$ cat config.mk
export PLATFORM = sky130hd
export DESIGN_NAME = pair_issue_unit
export DESIGN_NICKNAME = d
export VERILOG_FILES = /design/src/rtl/pair_issue_pkg.sv /design/src/rtl/pair_hazard.sv /design/src/rtl/pair_ctl.sv /design/src/rtl/pair_slot_mux.sv /design/src/rtl/pair_load_track.sv /design/src/rtl/pair_issue_unit.sv
export SDC_FILE = /design/constraint.sdc
export NUM_CORES = 1
export LEC_CHECK = 0
export BUFFER_PORTS_ARGS = -buffer_cell sky130_fd_sc_hd__buf_2
export CORE_ASPECT_RATIO = 0.7
export CORE_UTILIZATION = 29
export CTS_CLUSTER_DIAMETER = 30
export CTS_CLUSTER_SIZE = 8
export DETAILED_ROUTE_END_ITERATION = 10
export GPL_ROUTABILITY_DRIVEN = 0
export PLACE_DENSITY_LB_ADDON = 0.25
export SLEW_MARGIN = 20
export SYNTH_ARGS = -nofsm -noshare
export SYNTH_HDL_FRONTEND = slang
export SYNTH_SLANG_ARGS = --single-unit
$ cat constraint.sdc
create_clock -name clk -period 12.85 [get_ports clk]
set_input_delay 3.855 -clock clk [delete_from_list [all_inputs] [get_ports clk]]
set_output_delay 3.855 -clock clk [all_outputs]
set_load 0.005 [all_outputs]
$ cat src/rtl/pair_issue_pkg.sv
// Package: shared constants, class encoding and register-usage helpers
// for the dual-issue pairing unit.
// Assumes: five-bit register indices, register 0 is a constant sink.
package pair_issue_pkg;
    parameter int REG_W      = 5;
    parameter int INSN_BYTES = 4;
    parameter int N_ENTRY    = 2;
    localparam int INC_W     = $clog2(2 * INSN_BYTES + 1);

    typedef enum logic [1:0] {
        CLS_ALU    = 2'd0,
        CLS_BRANCH = 2'd1,
        CLS_LOAD   = 2'd2,
        CLS_STORE  = 2'd3
    } insn_cls_e;

    // True when an instruction of this class updates a nonzero destination.
    function automatic logic writes_reg(input logic [1:0] cls,
                                        input logic [REG_W-1:0] rd);
        return ((cls == CLS_ALU) || (cls == CLS_LOAD)) && (rd != '0);
    endfunction

    // True when an instruction of this class reads nonzero register r.
    function automatic logic reads_reg(input logic [1:0] cls,
                                       input logic [REG_W-1:0] rs1,
                                       input logic [REG_W-1:0] rs2,
                                       input logic [REG_W-1:0] r);
        return (r != '0) &&
               ((rs1 == r) || ((cls != CLS_LOAD) && (rs2 == r)));
    endfunction
endpackage

$ cat src/rtl/pair_hazard.sv
// Module: pair_hazard
// Finds register relations inside the fetched pair and against the load
// that issued in the previous cycle.
// Assumes: the entry 0 is older than entry 1; pend_rd is nonzero when pend.
module pair_hazard
    import pair_issue_pkg::*;
(
    input  logic [N_ENTRY-1:0][1:0]       cls,
    input  logic [N_ENTRY-1:0][REG_W-1:0] rd,
    input  logic [N_ENTRY-1:0][REG_W-1:0] rs1,
    input  logic [N_ENTRY-1:0][REG_W-1:0] rs2,
    input  logic                          pend,
    input  logic [REG_W-1:0]              pend_rd,
    output logic                          raw01,
    output logic                          any_dep,
    output logic [N_ENTRY-1:0]            lu_hit
);
    logic war10;
    logic waw01;

    // Per-entry check against the pending load destination.
    for (genvar e = 0; e < N_ENTRY; e++) begin : g_lu
        assign lu_hit[e] = pend && reads_reg(cls[e], rs1[e], rs2[e], pend_rd);
    end

    // Relations between the two entries of the pair.
    always_comb begin
        raw01   = writes_reg(cls[0], rd[0]) &&
                  reads_reg(cls[1], rs1[1], rs2[1], rd[0]);
        war10   = writes_reg(cls[1], rd[1]) &&
                  reads_reg(cls[0], rs1[0], rs2[0], rd[1]);
        waw01   = writes_reg(cls[0], rd[0]) && writes_reg(cls[1], rd[1]) &&
                  (rd[0] == rd[1]);
        any_dep = raw01 || war10 || waw01;
    end
endmodule

$ cat src/rtl/pair_ctl.sv
// Module: pair_ctl
// Chooses between dual issue, single issue of the older entry, or a
// bubble, and produces the PC step.
// Assumes: bit 1 of a class code marks a load/store.
module pair_ctl
    import pair_issue_pkg::*;
(
    input  logic [N_ENTRY-1:0]      valid,
    input  logic [N_ENTRY-1:0]      is_mem,
    input  logic                    raw01,
    input  logic                    any_dep,
    input  logic [N_ENTRY-1:0]      lu_hit,
    output logic                    can_pair,
    output logic                    issue_old,
    output logic                    swap,
    output logic                    bubble,
    output logic [INC_W-1:0]        pc_step
);
    localparam logic [INC_W-1:0] STEP_ONE = INC_W'(INSN_BYTES);
    localparam logic [INC_W-1:0] STEP_TWO = INC_W'(2 * INSN_BYTES);

    logic order_ok;

    // Pairing is legal when slots differ and the order-specific dependence rule passes.
    always_comb begin
        order_ok  = is_mem[0] ? !any_dep : !raw01;
        bubble    = valid[0] && lu_hit[0];
        issue_old = valid[0] && !lu_hit[0];
        can_pair  = issue_old && valid[1] && !lu_hit[1] &&
                    (is_mem[0] != is_mem[1]) && order_ok;
        swap      = can_pair && is_mem[0];
    end

    // PC advance for the fetch stage.
    always_comb begin
        if (can_pair)       pc_step = STEP_TWO;
        else if (issue_old) pc_step = STEP_ONE;
        else                pc_step = '0;
    end
endmodule

$ cat src/rtl/pair_slot_mux.sv
// Module: pair_slot_mux
// Routes the chosen entries into slot 0 (ALU/branch) and slot 1
// (load/store), zeroing an empty slot.
// Assumes: can_pair implies the two entries belong to different slots.
module pair_slot_mux
    import pair_issue_pkg::*;
(
    input  logic                          can_pair,
    input  logic                          issue_old,
    input  logic [N_ENTRY-1:0][1:0]       cls,
    input  logic [N_ENTRY-1:0][REG_W-1:0] rd,
    input  logic [N_ENTRY-1:0][REG_W-1:0] rs1,
    input  logic [N_ENTRY-1:0][REG_W-1:0] rs2,
    output logic [N_ENTRY-1:0]            s_valid,
    output logic [N_ENTRY-1:0]            s_src,
    output logic [N_ENTRY-1:0][1:0]       s_cls,
    output logic [N_ENTRY-1:0][REG_W-1:0] s_rd,
    output logic [N_ENTRY-1:0][REG_W-1:0] s_rs1,
    output logic [N_ENTRY-1:0][REG_W-1:0] s_rs2
);
    for (genvar s = 0; s < N_ENTRY; s++) begin : g_slot
        localparam logic SLOT_MEM = 1'(s);
        // Select which entry (if any) feeds this slot and forward its fields.
        always_comb begin
            s_valid[s] = can_pair || (issue_old && (cls[0][1] == SLOT_MEM));
            s_src[s]   = can_pair && (cls[1][1] == SLOT_MEM);
            if (s_valid[s]) begin
                s_cls[s] = cls[s_src[s]];
                s_rd[s]  = rd[s_src[s]];
                s_rs1[s] = rs1[s_src[s]];
                s_rs2[s] = rs2[s_src[s]];
            end else begin
                s_cls[s] = '0;
                s_rd[s]  = '0;
                s_rs1[s] = '0;
                s_rs2[s] = '0;
            end
        end
    end
endmodule

$ cat src/rtl/pair_load_track.sv
// Module: pair_load_track
// Remembers the destination of a load that left through the memory slot
// this cycle, so the next pair can be checked for a load-use hazard.
// Assumes: a load result is usable two cycles after issue.
module pair_load_track
    import pair_issue_pkg::*;
(
    input  logic             clk,
    input  logic             rst_n,
    input  logic             mem_valid,
    input  logic [1:0]       mem_cls,
    input  logic [REG_W-1:0] mem_rd,
    output logic             pend,
    output logic [REG_W-1:0] pend_rd
);
    // Capture a load with a nonzero destination; anything else clears the record.
    always_ff @(posedge clk) begin
        if (!rst_n) begin
            pend    <= 1'b0;
            pend_rd <= '0;
        end else begin
            pend    <= mem_valid && (mem_cls == CLS_LOAD) && (mem_rd != '0);
            pend_rd <= mem_rd;
        end
    end
endmodule

$ cat src/rtl/pair_issue_unit.sv
// Module: pair_issue_unit
// Top of the dual-issue pairing logic: hazard detection, pairing decision,
// slot steering and load tracking.
// Assumes: fetch re-presents a held younger entry as entry 0 next cycle.
module pair_issue_unit
    import pair_issue_pkg::*;
(
    input  logic             clk,
    input  logic             rst_n,
    input  logic             f0_valid,
    input  logic [1:0]       f0_cls,
    input  logic [REG_W-1:0] f0_rd,
    input  logic [REG_W-1:0] f0_rs1,
    input  logic [REG_W-1:0] f0_rs2,
    input  logic             f1_valid,
    input  logic [1:0]       f1_cls,
    input  logic [REG_W-1:0] f1_rd,
    input  logic [REG_W-1:0] f1_rs1,
    input  logic [REG_W-1:0] f1_rs2,
    output logic             a_valid,
    output logic             a_src,
    output logic [1:0]       a_cls,
    output logic [REG_W-1:0] a_rd,
    output logic [REG_W-1:0] a_rs1,
    output logic [REG_W-1:0] a_rs2,
    output logic             b_valid,
    output logic             b_src,
    output logic [1:0]       b_cls,
    output logic [REG_W-1:0] b_rd,
    output logic [REG_W-1:0] b_rs1,
    output logic [REG_W-1:0] b_rs2,
    output logic             swapped,
    output logic [INC_W-1:0] pc_inc,
    output logic             load_stall
);
    localparam logic [INC_W-1:0] PAIR_STEP = INC_W'(2 * INSN_BYTES);

    logic [N_ENTRY-1:0]            e_valid;
    logic [N_ENTRY-1:0][1:0]       e_cls;
    logic [N_ENTRY-1:0][REG_W-1:0] e_rd, e_rs1, e_rs2;
    logic [N_ENTRY-1:0]            e_mem;
    logic                          raw01, any_dep, can_pair, issue_old, swap;
    logic [N_ENTRY-1:0]            lu_hit;
    logic                          pend;
    logic [REG_W-1:0]              pend_rd;
    logic [N_ENTRY-1:0]            s_valid, s_src;
    logic [N_ENTRY-1:0][1:0]       s_cls;
    logic [N_ENTRY-1:0][REG_W-1:0] s_rd, s_rs1, s_rs2;

    // Gather the two fetched entries into indexed form.
    always_comb begin
        e_valid = {f1_valid, f0_valid};
        e_cls   = {f1_cls, f0_cls};
        e_rd    = {f1_rd, f0_rd};
        e_rs1   = {f1_rs1, f0_rs1};
        e_rs2   = {f1_rs2, f0_rs2};
        e_mem   = {f1_cls[1], f0_cls[1]};
    end

    pair_hazard u_hazard (
        .cls(e_cls), .rd(e_rd), .rs1(e_rs1), .rs2(e_rs2),
        .pend(pend), .pend_rd(pend_rd),
        .raw01(raw01), .any_dep(any_dep), .lu_hit(lu_hit)
    );

    pair_ctl u_ctl (
        .valid(e_valid), .is_mem(e_mem), .raw01(raw01), .any_dep(any_dep),
        .lu_hit(lu_hit), .can_pair(can_pair), .issue_old(issue_old),
        .swap(swap), .bubble(load_stall), .pc_step(pc_inc)
    );

    pair_slot_mux u_mux (
        .can_pair(can_pair), .issue_old(issue_old),
        .cls(e_cls), .rd(e_rd), .rs1(e_rs1), .rs2(e_rs2),
        .s_valid(s_valid), .s_src(s_src), .s_cls(s_cls),
        .s_rd(s_rd), .s_rs1(s_rs1), .s_rs2(s_rs2)
    );

    pair_load_track u_track (
        .clk(clk), .rst_n(rst_n),
        .mem_valid(s_valid[1]), .mem_cls(s_cls[1]), .mem_rd(s_rd[1]),
        .pend(pend), .pend_rd(pend_rd)
    );

    // Drive the slot outputs from the steering network.
    always_comb begin
        a_valid = s_valid[0];
        a_src   = s_src[0];
        a_cls   = s_cls[0];
        a_rd    = s_rd[0];
        a_rs1   = s_rs1[0];
        a_rs2   = s_rs2[0];
        b_valid = s_valid[1];
        b_src   = s_src[1];
        b_cls   = s_cls[1];
        b_rd    = s_rd[1];
        b_rs1   = s_rs1[1];
        b_rs2   = s_rs2[1];
        swapped = swap;
    end

    assert_slot_a_class_R2: assert property (@(posedge clk) disable iff (!rst_n)
        a_valid |-> !a_cls[1]);

    assert_slot_b_class_R2: assert property (@(posedge clk) disable iff (!rst_n)
        b_valid |-> b_cls[1]);

    assert_pair_step_R3: assert property (@(posedge clk) disable iff (!rst_n)
        (pc_inc == PAIR_STEP) == (a_valid && b_valid));

    assert_no_pair_raw_R6: assert property (@(posedge clk) disable iff (!rst_n)
        (a_valid && b_valid && !swapped) |->
            !(writes_reg(a_cls, a_rd) && reads_reg(b_cls, b_rs1, b_rs2, a_rd)));

    assert_stall_empty_R8: assert property (@(posedge clk) disable iff (!rst_n)
        load_stall |-> (!a_valid && !b_valid && pc_inc == '0));

    assert_load_use_gap_R10: assert property (@(posedge clk) disable iff (!rst_n)
        (b_valid && b_cls == CLS_LOAD && b_rd != '0) |=>
            !(a_valid && reads_reg(a_cls, a_rs1, a_rs2, $past(b_rd))) &&
            !(b_valid && reads_reg(b_cls, b_rs1, b_rs2, $past(b_rd))));
endmodule

Yosys cells after proc, flatten, opt, wreduce, memory -nomap -nowiden
Index checks and enable logic that the tools add are counted.
{"block": "op_classes", "magnitude_cmp": 2, "mux": 27, "bitwise_logic": 2, "eq_ne": 15, "n_reduce_logical": 49}
{"cell": "two-way mux 5 bit", "n": 18}
{"cell": "== test 5 bit", "n": 9}
{"cell": "logical AND 1 bit", "n": 29}
{"cell": "nonzero test 5 bit", "n": 4}
{"cell": "two-way mux 2 bit", "n": 6}
{"cell": "logical OR 1 bit", "n": 10}
{"cell": "== test 2 bit (second input constant)", "n": 3}
{"cell": "logical NOT 1 bit", "n": 4}
{"cell": "logical NOT 2 bit", "n": 2}
{"cell": "less-than comparator 1 x 2 -> 1 bit (second input constant)", "n": 2}
{"cell": "two-way mux 4 bit", "n": 1}
{"cell": "!= test 2 bit (second input constant)", "n": 2}
{"cell": "two-way mux 3 bit", "n": 1}
{"cell": "inverter 1 bit", "n": 2}
{"cell": "two-way mux 1 bit", "n": 1}
{"cell": "!= test 1 bit", "n": 1}
{"block": "totals", "word_cells": 97, "in_bits": 38, "ff_bits": 6}

Longest topological paths before layout
Gate-level depths: netlist of run 1.
{"block": "depth", "ltp_word": 18, "mapped_depth": 11, "depth_no_buf": 8}

Modules after synthesis
From an unflattened synthesis of run 1, not the netlist that was laid out.
{"block": "hier_totals", "cells_unflattened": 196, "hier_area_um2": 1666.6}
{"mod": "pair_slot_mux", "cells_each": 86, "instances": 1, "area_per_inst_um2": 793.3}
{"mod": "pair_hazard", "cells_each": 82, "instances": 1, "area_per_inst_um2": 601.8}
{"mod": "pair_load_track", "cells_each": 15, "instances": 1, "area_per_inst_um2": 180.2}
{"mod": "pair_ctl", "cells_each": 13, "instances": 1, "area_per_inst_um2": 91.3}

Least setup slack after synthesis of run 1
Ideal clock, no wire load.
{"block": "synth_timing", "kind": "input to output", "start": "input port f0_rd[0]", "end": "output port a_cls[0]", "slack_ns": 3.318, "arrival_ns": 5.677, "path_stages": 10, "cell_sequence": "clkbuf_1 > xnor2_1 > nand4_1 > o32ai_1 > a22oi_4 > nand3_1 > a21o_1 > buf_2 > clkbuf_1 > nor2_1"}
{"block": "synth_via", "elab_chain_len": 14}
{"item": "start, declared", "line": "pair_issue_unit.sv:12", "source": "input logic [REG_W-1:0] f0_rd,"}
{"item": "== test 5 bit", "line": "pair_issue_pkg.sv:29", "source": "((rs1 == r) || ((cls != CLS_LOAD) && (rs2 == r)));"}
{"item": "logical AND 1 bit", "line": "pair_issue_pkg.sv:29"}
{"item": "logical OR 1 bit", "line": "pair_issue_pkg.sv:29"}
{"item": "logical AND 1 bit", "line": "pair_issue_pkg.sv:28", "source": "return (r != '0) &&"}
{"item": "logical AND 1 bit", "line": "pair_hazard.sv:28", "source": "raw01 = writes_reg(cls[0], rd[0]) &&"}
{"item": "logical OR 1 bit (2 in series)", "line": "pair_hazard.sv:34", "source": "any_dep = raw01 || war10 || waw01;"}
{"item": "logical NOT 1 bit", "line": "pair_ctl.sv:26", "source": "order_ok = is_mem[0] ? !any_dep : !raw01;"}
{"item": "two-way mux 1 bit (*)", "line": "pair_ctl.sv:26"}
{"item": "logical AND 1 bit (*)", "line": "pair_ctl.sv:30", "source": "(is_mem[0] != is_mem[1]) && order_ok;"}
{"item": "logical AND 1 bit", "line": "pair_slot_mux.sv:26", "source": "s_src[s] = can_pair && (cls[1][1] == SLOT_MEM);"}
{"item": "two-way mux 2 bit (not written as such) (2 in series)", "line": "pair_slot_mux.sv:28", "source": "s_cls[s] = cls[s_src[s]];"}
{"item": "two-way mux 2 bit (*)", "line": "pair_slot_mux.sv:27", "source": "if (s_valid[s]) begin"}
{"item": "end, declared", "line": "pair_issue_unit.sv:22", "source": "output logic [1:0] a_cls,"}
Every way passes the cells marked *; elsewhere a longest branch is shown, timed or not. The select of a mux whose other input is x is not followed.

Worst setup path after layout of run 1
{"block": "layout_timing", "start": "input port f1_rd[4]", "end": "output port a_rd[4]"}
{"block": "layout_via", "elab_chain_len": 14}
{"item": "start, declared", "line": "pair_issue_unit.sv:17", "source": "input logic [REG_W-1:0] f1_rd,"}
{"item": "== test 5 bit", "line": "pair_issue_pkg.sv:29"}
{"item": "logical AND 1 bit", "line": "pair_issue_pkg.sv:29"}
{"item": "logical OR 1 bit", "line": "pair_issue_pkg.sv:29"}
{"item": "logical AND 1 bit", "line": "pair_issue_pkg.sv:28"}
{"item": "logical AND 1 bit", "line": "pair_hazard.sv:30", "source": "war10 = writes_reg(cls[1], rd[1]) &&"}
{"item": "logical OR 1 bit (2 in series)", "line": "pair_hazard.sv:34"}
{"item": "logical NOT 1 bit", "line": "pair_ctl.sv:26"}
{"item": "two-way mux 1 bit", "line": "pair_ctl.sv:26"}
{"item": "logical AND 1 bit", "line": "pair_ctl.sv:30"}
{"item": "logical AND 1 bit", "line": "pair_slot_mux.sv:26"}
{"item": "two-way mux 5 bit (not written as such) (2 in series)", "line": "pair_slot_mux.sv:29", "source": "s_rd[s] = rd[s_src[s]];"}
{"item": "two-way mux 5 bit (*)", "line": "pair_slot_mux.sv:27"}
{"item": "end, declared", "line": "pair_issue_unit.sv:23", "source": "output logic [REG_W-1:0] a_rd,"}
Marked as above.

==> results of run 1 <==
[worst max-delay path: cells and delay by family]
kind            cells  cell delay [ps]
compound gates      2              470
buf+inv             2              310
mux                 1              270
simple gates        4             1480
[metrics by stage]
step           instance area [um2]  total power [mW]
2_1_floorplan                 1490            0.0577
6_report                      1870             0.106
3_3_place_gp                  1830            0.0781
5_1_grt                       1870             0.113
4_1_cts                       1870             0.106
3_5_place_dp                  1830            0.0783
[synthesized netlist by cell type (all sizes together) (2+ instances only)]
cell    instances  share of area
xnor2          38           0.22
nor2           37          0.095
mux2i          31           0.21
clkbuf         14          0.035
buf            13          0.063
nor3            9          0.034
xor2            8          0.047
nand2           7          0.018
dfxtp           6          0.081
inv             6          0.015
nand4           6          0.030
a21oi           5          0.017
nand3           5          0.017
o32ai           3          0.018
a21o            2          0.010
and2            2         0.0084
nor2b           2         0.0084
[area by class of cell]
type,count,area (um2),share of cell area
multi-input combinational,167,1210,0.647
timing repair buffer,78,390,0.209
sequential,6,120,0.0643
tap,69,86.3,0.0462
clock buffer,3,41.3,0.0221
inverter,6,22.5,0.0120
[worst paths after layout]
path	start	endpoint	slack [ps]	depth (start not counted)
setup / recovery	f1_rd[4]	a_rd[4]	2600	9
hold / removal	u_track.pend$_SDFF_PN0_	u_track.pend_rd[2]$_SDFF_PN0_	1330	5
setup reg to reg	u_track.pend_rd[1]$_SDFF_PN0_	u_track.pend$_SDFF_PN0_	9750	7
hold reg to reg	u_track.pend$_SDFF_PN0_	u_track.pend_rd[2]$_SDFF_PN0_	1330	5
[cell families (layout without fill, tap and decap cells)]
logic type,after synthesis,count (layout)
other,1,3
buffers and inverters,33,87
XOR/XNOR,46,46
AO/OA/AOI/OAI,16,16
AND/OR/NAND/NOR,71,71
multiplexers,31,31
flip-flops,6,6
[layer usage]
| layer | up-vias | routed length [um] | global-route usage |
|---|---|---|---|
| met5 | - | 0 | 0 |
| met4 | 0 | 0 | 0.0211 |
| met3 | 0 | 362 | 0.0159 |
| met2 | 66 | 1880 | 0.273 |
| met1 | 696 | 2550 | 0.271 |
| li1 | 784 | - | - |
[state kept, by name, indices dropped and copies added (netlist names)]
register / cells
u_track.pend_rd: 5
u_track.pend: 1
[where the power goes]
group | internal (mW) | switching, mW | leakage [nW] | total, mW
clock | 0.0201 | 0.00758 | 0.0216 | 0.0277
combinational | 0.0260 | 0.0311 | 0.880 | 0.0570
sequential | 0.0195 | 0.00143 | 0.0489 | 0.0209
total | 0.0655 | 0.0401 | 0.950 | 0.106
==> impl_results.md, run 1 <==
* Slew headroom at 0.298
* Cells after Synth at approximately 200
* Die height at between 60 and 70 um
* Max Clock Skew at approximately 2.4 ps
* I/O Buffers at slightly below 80
* Resize count post-CTS at 0
* Clock tree from TritonCTS: done
* Setup_tns at 0 ps
* Main combinational cell family by area after synthesis: XOR/XNOR gates
* Dpl hpwl at 3.93 mm
* First-pass GRT wire length at around 7 mm
* I/O Pins at 82
* CTS buffer count at 3
* CP Max Fanout at 17
* Slew @ Worst Pin at 1050 ps
* CTS Hold Bufs at 0
* Clk slew on worst S/H paths at 40 ps
* Crit path largest cell delay at ~850 ps
* Crit. End Element: primary output
* FF+latch count, synth at 6
* DRC at 0
* Initial Util at 0.305
* Startpoint types: input pin
* Largest net degree at the start of global routing at 25
* EDFF count, synth at 0
* Adder-cell share of the synthesized area at 0
* Clk sink count at 6
* Final min period at 10,250 ps
* Final period util at 0.798
* Avg Cell Area, Syn at 7.27 um2
* Yosys Warn Count at 0
* Pwr Density at about 56 nW/um2
* Clock tree buffer depth at 2
* Worst Slack Setup Final at 2600 ps
* RSZ-0062 raised after global routing: no
* Status: finished, final reports clean
* Crit path kind: input pin to primary output
* Most common cell after layout, fill and taps aside: buf_2
* Initial antenna violation count at 0
* Synth cell types at 34
* ANT cells at 0
* Post-CTS setup buffer count at 0
* Simple-gate portion of the synthesized area at 0.223
* CP max-delay cell: nor3_4
* Inst Count DP at 326
* Clock H-tree levels at 1
* Finished Core Util at 0.385
* Die footprint at around 5400 um2
* Vias at ~1.5k
* Core Region at slightly below 5000 um2
* Layout cell share with drive strength beyond 1 at 0.335
* Commonest non-fill, non-tap cells in the layout: 78 x buf_2, 38 x xnor2_1, 36 x nor2_1
* CTS Root Cell: clkbuf_8
* Initial drt markers at 77
* Maximum VDD drop at 0.0000409 V
* Leak Pwr at roughly 0.95 nW
* Crit path required time at about 9000 ps
* Overflow after GRT at 0
* WL final at ~4.8 mm
* Hold Vio Cnt, Final at 0
* Post-place setup slack at between 2000 and 3000 ps
* Register area share after synthesis at 0.0809
* Hold_ws at roughly 1300 ps
* # rows at 21
* Post-DRT Antenna Nets at 0
* Fill count at 528
* Overall routing resource usage at 0.176
* WL/cell at around 15 um
* Post-layout nets at 300
* Detailed Routing Iterations Pass 1 at 4
* Die width at roughly 90 um
* Predominant post-synthesis flop cell: dfxtp_1
* Worst-Skew Late Latency at 220 ps
* Fin. max-slew vios at 0
* DR vias/cell at roughly 4.7
* Setup Viol. Count Final at 0
* Compound-Gate Fraction of Synth Area at 0.0961
* Vias in the first global route at about 1.3k
* Synthesized cell area at between 1000 and 1500 um2
* Critical path, cell by cell: buf_2 -> or3_1 -> o311ai_0 -> a21o_1 -> nand3_1 -> nor3_4 -> mux2i_1 -> nor2_1 -> buf_2
* Post-synthesis xor/xnor area fraction at 0.272
* Most used cell, CP: buf_2
* Max-Cap Viols at 0
* Hold Path Class: flop to flop
* Area grow syn2layout at 26.0%
* Fmax at just under 100 MHz
* Asr flop ratio synth at 0
* Multiplexer share of the synthesized area at 0.212
* Non-filler instance count after layout at 329
* Worst EP arrival at about 6400 ps
Power figures use the tool's default switching activity.
==> inputs of run 2 (changes only) <==
ABC_AREA = 1   (was unset)
clock period = 9.5 ns   (was 12.85 ns; I/O delays follow)
==> run 2 against run 1 <==
Net effect:
- die area up 13%
- global-route usage up 2.4 points
- largest power group unchanged
- sequential share of layout area down 0.73 points
- combinational power up 60%
- sequential power up 36%
- cell count up 39%
- critical path type unchanged
- clock power up 36%
- clock-buffer cell count unchanged
- register-to-register slack worse by 2500 ps
- flip-flop and latch count unchanged
- core utilization up 0.42 points
==> impl_results.md, run 2 <==
* Status: finished, final reports clean
* Core Region at around 5400 um2
* Largest register by flop count: u_track.pend_rd
* CP Max Fanout at 13
* Crit path kind: input pin to primary output
* Inst Count DP at about 450
* Synth top area cells: nand2_1 21%, nor2_1 9.8%, dfxtp_1 7.1%
* Commonest non-fill, non-tap cells in the layout: 95 x nand2_1, 78 x buf_2, 44 x nor2_1
* Max Clock Skew at about 0.24 ps
* Largest net degree at the start of global routing at 24
* Most frequent cells after synthesis: 95 x nand2_1, 44 x nor2_1, 31 x inv_1
* Multi-input combinational cell area at 1270 um2
* Clock tree from TritonCTS: done
* Worst-Skew Late Latency at around 220 ps
* Top Registers: u_track.pend_rd: 5 flops, u_track.pend: 1 flops
* Setup slack, reg-to-reg at about 7200 ps
* Post-place setup slack at ~1800 ps
* Pwr Density at about 74 nW/um2
* Die width at 93.2 um
* Clk sink count at 6
* Post-CTS setup buffer count at 0
* DR vias/cell at between 4 and 5
* Fmax at around 130 MHz
* Startpoint types: input pin
* Initial drt markers at between 100 and 150
* CP max-delay cell: a211oi_1
* Clock tree buffer depth at 2
* Hold Path Class: flop to flop
* Final period util at 0.813
* Non-filler instance count after layout at between 400 and 500
* RR Endpoint: u_track.pend$_SDFF_PN0_
* Buf/Inv on CP at 4
* Largest register FFs at 5
* Synthesized cell area at between 1500 and 2000 um2
* Worst Slack Setup Final at about 1800 ps
* RSZ-0062 raised after global routing: no
* Compound-Gate Fraction of Synth Area at 0.244
* Area grow syn2layout at 24.8%
* Most common cell after layout, fill and taps aside: nand2_1
* Reg2reg start: u_track.pend_rd[3]$_SDFF_PN0_
* Layout cell share with drive strength beyond 1 at 0.341
* Setup_tns at 0 ps
* First-pass GRT wire length at roughly 9.6 mm
* DRC at 0
* Leak Pwr at approximately 1.3 nW
* CTS Root Cell: clkbuf_8
* Register area at 120 um2
* Total power at 0.157 mW
* Clk slew on worst S/H paths at roughly 30 ps
* CTS buffer count at 3
* Initial Util at 0.311
* Main combinational cell family by area after synthesis: simple AND/OR/NAND/NOR gates
* Clock H-tree levels at 1
* Worst EP arrival at slightly below 5000 ps
* Vias in the first global route at between 1.5k and 2k
* Critical path, cell by cell: buf_2 -> inv_1 -> o21ai_0 -> nor2_1 -> nand3_1 -> nand2_1 -> nand2_1 -> nand2_2 -> nor2_4 -> nand2_4 -> nand2_2 -> inv_2 -> a211oi_1 -> buf_2
* Die height at ~66 um
* Overflow after GRT at 0
* Post-DRT Antenna Nets at 0
* EDFF count, synth at 0
* Crit path largest cell delay at between 300 and 400 ps
* Post-synthesis xor/xnor area fraction at 0.0622
* Crit path required time at roughly 6700 ps
* ANT cells at 0
* Cell taking the most area after synthesis: nand2_1
* Dpl hpwl at roughly 5.1 mm
* Share of the synthesized area in the top cell type at 0.211
* Resize count post-CTS at 0
* # rows at 22
* Initial antenna violation count at 0
* Avg Cell Area, Syn at 5.40 um2
* Detailed Routing Iterations Pass 1 at 4
* Adder-cell share of the synthesized area at 0
* I/O Pins at slightly above 80
* Register area share after synthesis at 0.0711
* Asr flop ratio synth at 0
* Predominant post-synthesis flop cell: dfxtp_1
* Synth cell types at 29
* CTS Hold Bufs at 0
* DP Area at 2070 um2
* I/O Buffers at 78
* Cells after Synth at ~310
* WHS Endpoint: u_track.pend_rd[3]$_SDFF_PN0_
* Cell with the most instances after synthesis: nand2_1
* Fill count at between 600 and 700
* Multiplexer share of the synthesized area at 0
* Hold depth at 8
* Final min period at 7730 ps
* Hold Vio Cnt, Final at 0
* Die footprint at between 6000 and 7000 um2
* Vias at 2,171
* WL final at ~6.1 mm
* Post-layout nets at around 420
* FF+latch count, synth at 6
* Crit. End Element: primary output
* Hold path startpoint: u_track.pend$_SDFF_PN0_
* Fin. max-slew vios at 0
* Simple-gate portion of the synthesized area at 0.442
* Maximum VDD drop at 0.0000465 V
* Fin area at roughly 2100 um2
* Crit path max-delay family: simple AND/OR/NAND/NOR gates
* WL/cell at between 10 and 15 um
* Yosys Warn Count at 0
* R2R depth at 13
* Overall routing resource usage at 0.200
* Setup Viol. Count Final at 0
* Max-Cap Viols at 0
==> run 2: cell types whose count changed in the layout (fill, tap and decap cells not counted), moves of 9 or more <==
cell,change
nand3_1,+10
o21ai_2,+9
a211oi_1,+9
o21ai_0,+12
inv_2,+16
a21oi_2,+9
nand2_1,+88
xnor2_1,-33
mux2i_1,-30
inv_1,+25
==> run 2: through the flow <==
step / hold slack (ps) / util
6_report: 984 / 0.389
3_5_place_dp: 970 / 0.381
2_1_floorplan: 863 / -
4_1_cts: 983 / 0.389
3_3_place_gp: 945 / 0.381
5_1_grt: 1080 / 0.389
==> run 2: cells by family after synthesis <==
kind of cell | count (synthesis)
flip-flops | 6
AO/OA/AOI/OAI | 60
XOR/XNOR | 12
buffers and inverters | 61
other | 1
AND/OR/NAND/NOR | 173
==> run 2: worst min-delay path: stages (launching register included) <==
cell and delay (ps):
dfxtp_1 300, o21ai_1 60, inv_1 70, nand2_1 60
nand2_1 90, nor2_4 70, nand4_1 100, nand3_2 100
nor2_1 80
==> run 2: where the power goes <==
| part | switching, mW | total, mW | internal [mW] |
|---|---|---|---|
| Combinational | 0.0572 | 0.0910 | 0.0339 |
| Sequential | 0.00191 | 0.0284 | 0.0265 |
| Clock | 0.0104 | 0.0376 | 0.0272 |
==> run 2: cell type report <==
| type | count | share of cell area |
|---|---|---|
| Clock buffer | 3 | 0.0196 |
| Timing Repair Buffer | 78 | 0.185 |
| Sequential cell | 6 | 0.0570 |
| Multi-Input combinational cell | 248 | 0.605 |
| Tap cell | 72 | 0.0427 |
| Inverter | 49 | 0.0908 |
==> run 2: how the worst max path moves through the flow <==
stage | slack [ps] | from | endpoint | depth (start not counted)
after global placement | 1790 | f0_rs2[1] | a_rd[4] | 16
after floorplan | 2440 | f1_cls[1] | b_rs1[0] | 12
after detailed placement | 1800 | f0_rs2[1] | a_rd[4] | 16
final | 1770 | f0_rs2[1] | b_rs1[0] | 14
after CTS | 1780 | f0_rs2[1] | a_rd[4] | 16
after global routing | 1500 | f1_cls[0] | b_rs1[4] | 15
==> run 2: metal layers <==
metal  vias up  GRT usage  routed length [um]
li1       1126          -                   -
met1       948      0.300                3100
met2        87      0.302                2430
met3        10     0.0103                 437
met4         0     0.0635                  93
met5         -          0                   0
